===== src/rtl/pmb_pkg.sv =====
package pmb_pkg;
    localparam int CPU_AW    = 16;
    localparam int BSEL_W    = 2;
    localparam int WIN_AW    = CPU_AW - 1;
    localparam int FLASH_AW  = WIN_AW + BSEL_W;
    localparam int PHYS_AW   = FLASH_AW + 1;
    localparam int SECT_LOG2 = 10;
    localparam int SECT_W    = FLASH_AW - SECT_LOG2;
    localparam int SCR_AW    = 8;
    localparam int CFG_DW    = 2 * BSEL_W;

    typedef struct packed {
        logic [BSEL_W-1:0] fetch_bank;
        logic [BSEL_W-1:0] data_bank;
        logic              prog_wen;
    } bank_cfg_t;

    typedef struct packed {
        logic               valid;
        logic               fault;
        logic               is_fetch;
        logic               is_write;
        logic [PHYS_AW-1:0] addr;
    } map_res_t;
endpackage


===== src/rtl/pmb_cfg.sv =====
module pmb_cfg
    import pmb_pkg::*;
(
    input  logic              clk,
    input  logic              rst_n,
    input  logic              we,
    input  logic              sel,
    input  logic [CFG_DW-1:0] wdata,
    output bank_cfg_t         cfg
);
    bank_cfg_t cfg_d, cfg_q;

    always_comb begin
        cfg_d = cfg_q;
        if (we) begin
            if (!sel) begin
                cfg_d.fetch_bank = wdata[BSEL_W-1:0];
                cfg_d.data_bank  = wdata[CFG_DW-1:BSEL_W];
            end else begin
                cfg_d.prog_wen = wdata[0];
            end
        end
    end

    always_ff @(posedge clk or negedge rst_n) begin
        if (!rst_n) begin
            cfg_q.fetch_bank <= {{(BSEL_W-1){1'b0}}, 1'b1};
            cfg_q.data_bank  <= {{(BSEL_W-1){1'b0}}, 1'b1};
            cfg_q.prog_wen   <= 1'b0;
        end else begin
            cfg_q <= cfg_d;
        end
    end

    assign cfg = cfg_q;
endmodule


===== src/rtl/pmb_xlate.sv =====
module pmb_xlate
    import pmb_pkg::*;
(
    input  logic              req,
    input  logic              is_fetch,
    input  logic              is_write,
    input  logic              scratch,
    input  logic              prog_wen,
    input  logic [CPU_AW-1:0] cpu_addr,
    input  logic [BSEL_W-1:0] bank_sel,
    output map_res_t          res
);
    logic [BSEL_W-1:0]  bank;
    logic [PHYS_AW-1:0] pa;
    logic               blocked;
    logic               wr_off;

    always_comb begin
        bank = '0;
        if (cpu_addr[CPU_AW-1]) begin
            bank = (bank_sel == '0) ? {{(BSEL_W-1){1'b0}}, 1'b1} : bank_sel;
        end
        if (scratch) begin
            pa      = {1'b1, {(PHYS_AW-1-SCR_AW){1'b0}}, cpu_addr[SCR_AW-1:0]};
            blocked = |cpu_addr[CPU_AW-1:SCR_AW];
        end else begin
            pa      = {1'b0, bank, cpu_addr[WIN_AW-1:0]};
            blocked = &pa[FLASH_AW-1:SECT_LOG2];
        end
        wr_off       = is_write & ~prog_wen;
        res.valid    = req & ~blocked & ~wr_off;
        res.fault    = req & blocked;
        res.is_fetch = req & is_fetch;
        res.is_write = req & is_write;
        res.addr     = req ? pa : '0;
    end
endmodule


===== src/rtl/pmem_bank_map.sv =====
module pmem_bank_map
    import pmb_pkg::*;
(
    input  logic                clk,
    input  logic                rst_n,
    input  logic                cfg_we,
    input  logic                cfg_sel,
    input  logic [CFG_DW-1:0]   cfg_wdata,
    input  logic                fetch_req,
    input  logic [CPU_AW-1:0]   fetch_addr,
    input  logic                data_req,
    input  logic                data_we,
    input  logic                data_scratch,
    input  logic [CPU_AW-1:0]   data_addr,
    output logic                data_stall,
    output logic                out_valid,
    output logic                out_fault,
    output logic                out_fetch,
    output logic                out_write,
    output logic [PHYS_AW-1:0]  out_addr,
    output logic [SECT_W-1:0]   out_sector
);
    bank_cfg_t cfg;
    map_res_t  f_res, d_res;
    map_res_t  res_d, res_q;

    pmb_cfg u_cfg (
        .clk   (clk),
        .rst_n (rst_n),
        .we    (cfg_we),
        .sel   (cfg_sel),
        .wdata (cfg_wdata),
        .cfg   (cfg)
    );

    pmb_xlate u_fetch_map (
        .req      (fetch_req),
        .is_fetch (1'b1),
        .is_write (1'b0),
        .scratch  (1'b0),
        .prog_wen (1'b0),
        .cpu_addr (fetch_addr),
        .bank_sel (cfg.fetch_bank),
        .res      (f_res)
    );

    pmb_xlate u_data_map (
        .req      (data_req),
        .is_fetch (1'b0),
        .is_write (data_we),
        .scratch  (data_scratch),
        .prog_wen (cfg.prog_wen),
        .cpu_addr (data_addr),
        .bank_sel (cfg.data_bank),
        .res      (d_res)
    );

    always_comb begin
        res_d = '0;
        if (fetch_req) begin
            res_d = f_res;
        end else if (data_req) begin
            res_d = d_res;
        end
    end

    always_ff @(posedge clk or negedge rst_n) begin
        if (!rst_n) begin
            res_q <= '0;
        end else begin
            res_q <= res_d;
        end
    end

    assign data_stall = fetch_req & data_req;
    assign out_valid  = res_q.valid;
    assign out_fault  = res_q.fault;
    assign out_fetch  = res_q.is_fetch;
    assign out_write  = res_q.is_write;
    assign out_addr   = res_q.addr;
    assign out_sector = res_q.addr[FLASH_AW-1:SECT_LOG2];
endmodule


===== config.mk =====
export PLATFORM = sky130hd
export DESIGN_NAME = pmem_bank_map
export DESIGN_NICKNAME = d
export VERILOG_FILES = /design/src/rtl/pmb_pkg.sv /design/src/rtl/pmb_cfg.sv /design/src/rtl/pmb_xlate.sv /design/src/rtl/pmem_bank_map.sv
export SDC_FILE = /design/constraint.sdc
export NUM_CORES = 1
export LEC_CHECK = 0
export ABC_AREA = 0
export BUFFER_PORTS_ARGS = -buffer_cell sky130_fd_sc_hd__buf_2
export CAP_MARGIN = 25
export CORE_MARGIN = 4
export CORE_UTILIZATION = 44
export DETAILED_ROUTE_END_ITERATION = 8
export GPL_ROUTABILITY_DRIVEN = 0
export HOLD_SLACK_MARGIN = 0.03
export PLACE_DENSITY_LB_ADDON = 0.12
export SLEW_MARGIN = 20
export SYNTH_ARGS = -nofsm -noshare
export SYNTH_HDL_FRONTEND = slang
export SYNTH_SLANG_ARGS = --single-unit

===== constraint.sdc =====
create_clock -name clk -period 3.14 [get_ports clk]
set_input_delay 0.157 -clock clk [delete_from_list [all_inputs] [get_ports clk]]
set_output_delay 0.157 -clock clk [all_outputs]
set_load 0.005 [all_outputs]

==> results.cfg <==
[worst_setup_path]
reg2reg_from = u_cfg.cfg[1]
path_delay_family = flip-flops
critical_path.slowest_cell = dfstp_2
arrival_ns = 1.39
critPathCaptureType = flip-flop
crit_chain = nand3_1 > nor4b_2 > a21oi_2 > o2bb2ai_1
crit_path_max_fanout = 3
cp_slowest_stage_delay_ns = 0.56
cp_data_required_time_ns = 3.35
startpoint_type = flip-flop
rrSetupSlack_ns = 1.96
r2r_end = out_valid
worstPathBufferInverterCount = 0
r2r.worst_path.cells = 4
path_class = reg -> reg

[floorplan]
die_h_um = 58.7
top_level_pins = 74
fp.dieW_um = 58.7
coreArea_um2 = 2450
std_cell_rows = 18
initial_utilization_pct = 46.1
design.die.area_um2 = 3450

[hold_path]
worstHoldPathType = in -> reg
startpoint_of_the_tightest_hold_check_path = data_addr[6]
worst_hold_path_endpoint = out_addr[6]
worstHoldPathCells = 2

[yosys]
syn-num-nets = 133
synth-seq-area-share_pct = 59.9
synth.area.top_cells = dfrtp_1 55%, a22o_1 12%, mux2_2 5.0%
synth_area_per_cell_um2 = 12.7
yosysWarnings = 0
postSynthRegisterBits = 27
synthCells = 89
top_area_cell_type_share_of_the_netlist_area_pct = 55.2
synth_top_area_cell = dfrtp_1
async_flop_share_pct = 100
synth-edff-count = 0
netlist_area_um2 = 1130
synthFlopType = dfrtp_1
synth_cell_type_count = 26

[global_routing]
number_of_antenna_violations_at_the_first_check_in_global_routing = 0
pin_count_of_the_biggest_net_entering_global_routing = 28
grt.overflow.total = 0
grt_pass1_wl_mm = 4.08
first_global_vias = 966
grt_use_total_pct = 15.5

[layout]
register_area_um2 = 678
fillCellCount = 222
design_area_um2 = 1510
multi_input_comb_area_um2 = 377
final_cell_mix = 73 x buf_2, 25 x dfrtp_1, 15 x a22o_1
final_common_cell = buf_2
finalNonFillerCells = 187
diodes = 0
area_growth_syn_to_layout_pct = 32.9
fin_nets = 202
post_route_cells_drive_above_1_share_pct = 56.1

[clock_network]
clk_slew_on_worst_s_h_paths_ns = 0.13
cts-root-to-sink-buffers = 2
clock_tree.htree_level_count = 1
clock_sink_count = 27
worstSkewPairLatency_ns = 0.31
tritoncts.num_buffers = 3
cts_root_buffer = clkbuf_4
post_cts_resized = 0
tritoncts = built

[routing]
antenna_left = 0
detailroute.via_count = 937
drt_pre_antenna_iters = 4
wl_per_cell_um = 13.9
detail_route.wirelength_mm = 2.60
detailedRoute.firstIterationViolations = 12
viasPerCell = 5.01
post-route-drc-count = 0

[run_status]
outcome = completed

[placement]
port_buffers = 73
numPlacedInstances = 182
placed_cell_area_um2 = 1470
place_hpwl_mm = 2.10

[power]
power.leakage_nw = 0.809
ir_worst_vdd_mv = 0.284
power_per_cell_area_nw_per_um2 = 431

[sta]
max-slew-margin-rel_pct = 54.3
final.period_utilization_pct = 37.6
worst_pin_slew_ns = 0.684
finalSetupViolCount = 0
period_minus_slack_ns = 1.18
maxSlewViolCount = 0
rsz0062_at_grt = false
fin_worst_skew_ns = 0.00170
hold_violations = 0
max_freq_ghz = 0.846
hold-worst-slack_ns = 0.0594
totalNegativeSetupSlack_ns = 0

[run]
maxCapViolations = 0
per-stage QoR:
step | utilization [%] | power, mW | worst slack (ns)
6_report | 61.3 | 0.648 | 1.96
5_1_grt | 61.3 | 0.685 | 1.84
4_1_cts | 61.3 | 0.658 | 1.95
3_5_place_dp | 59.8 | 0.516 | 1.86
3_3_place_gp | 59.8 | 0.511 | 1.95
2_1_floorplan | - | 0.451 | 2.02
synth_stat cells (all sizes together), types with 2 or more instances:
cell type,instances
nand3,4
dfstp,2
nand2b,2
nand4,3
nor4,2
a22o,15
buf,9
inv,3
and2,3
nand2,5
nor2,2
a21oi,2
dfrtp,25
mux2,5
per-layer routing:
layer  track usage, %  part of all wire (%)  routed length (um)
met1             17.3                    37                 967
met2             28.7                    54                1410
met3             2.63                   8.2                 213
met4             6.47                  0.50                  13
met5                0                     0                   0
kinds of logic after synthesis:
kind of cell    count (synthesis)  synth area share (%)
simple gates                   24                  13.6
flops                          27                  59.9
buf+inv                        13                  6.85
mux                             5                  4.97
compound gates                 20                  14.7
registers in the layout, indices dropped and copies added, names as in the netlist:
name,flops
out_addr,18
out_fetch,1
u_cfg.cfg,5
out_write,1
out_valid,1
out_fault,1
what timing repair did:
item	in CTS	in global routing
endpoints found under the hold margin	25	0
hold buffers	1	0
buffers inserted	0	0
where the power goes:
part	internal (mW)	switching (mW)	total, mW
clock	0.0495	0.0911	0.141
sequential	0.378	0.0130	0.391
combinational	0.0630	0.0533	0.116
total	0.491	0.157	0.648
final cells by class:
class	count	share of cell area [%]
multi-input cells	49	25.0
clock buffers	4	1.75
repair buffers	74	24.9
inverters	3	0.748
flip-flops and latches	27	45.1
well taps	30	2.49
how the worst max path moves through the flow:
stage | start | to | slack, ns | cells after the start
floorplan | u_cfg.cfg[1] | out_valid | 2.02 | 4
global placement | fetch_req | out_addr[0] | 1.95 | 3
detailed placement | fetch_req | out_addr[2] | 1.86 | 3
CTS | u_cfg.cfg[1] | out_valid | 1.95 | 4
global route | u_cfg.cfg[1] | out_valid | 1.84 | 4
finish | u_cfg.cfg[1] | out_valid | 1.96 | 4
Power figures use the tool's default switching activity.
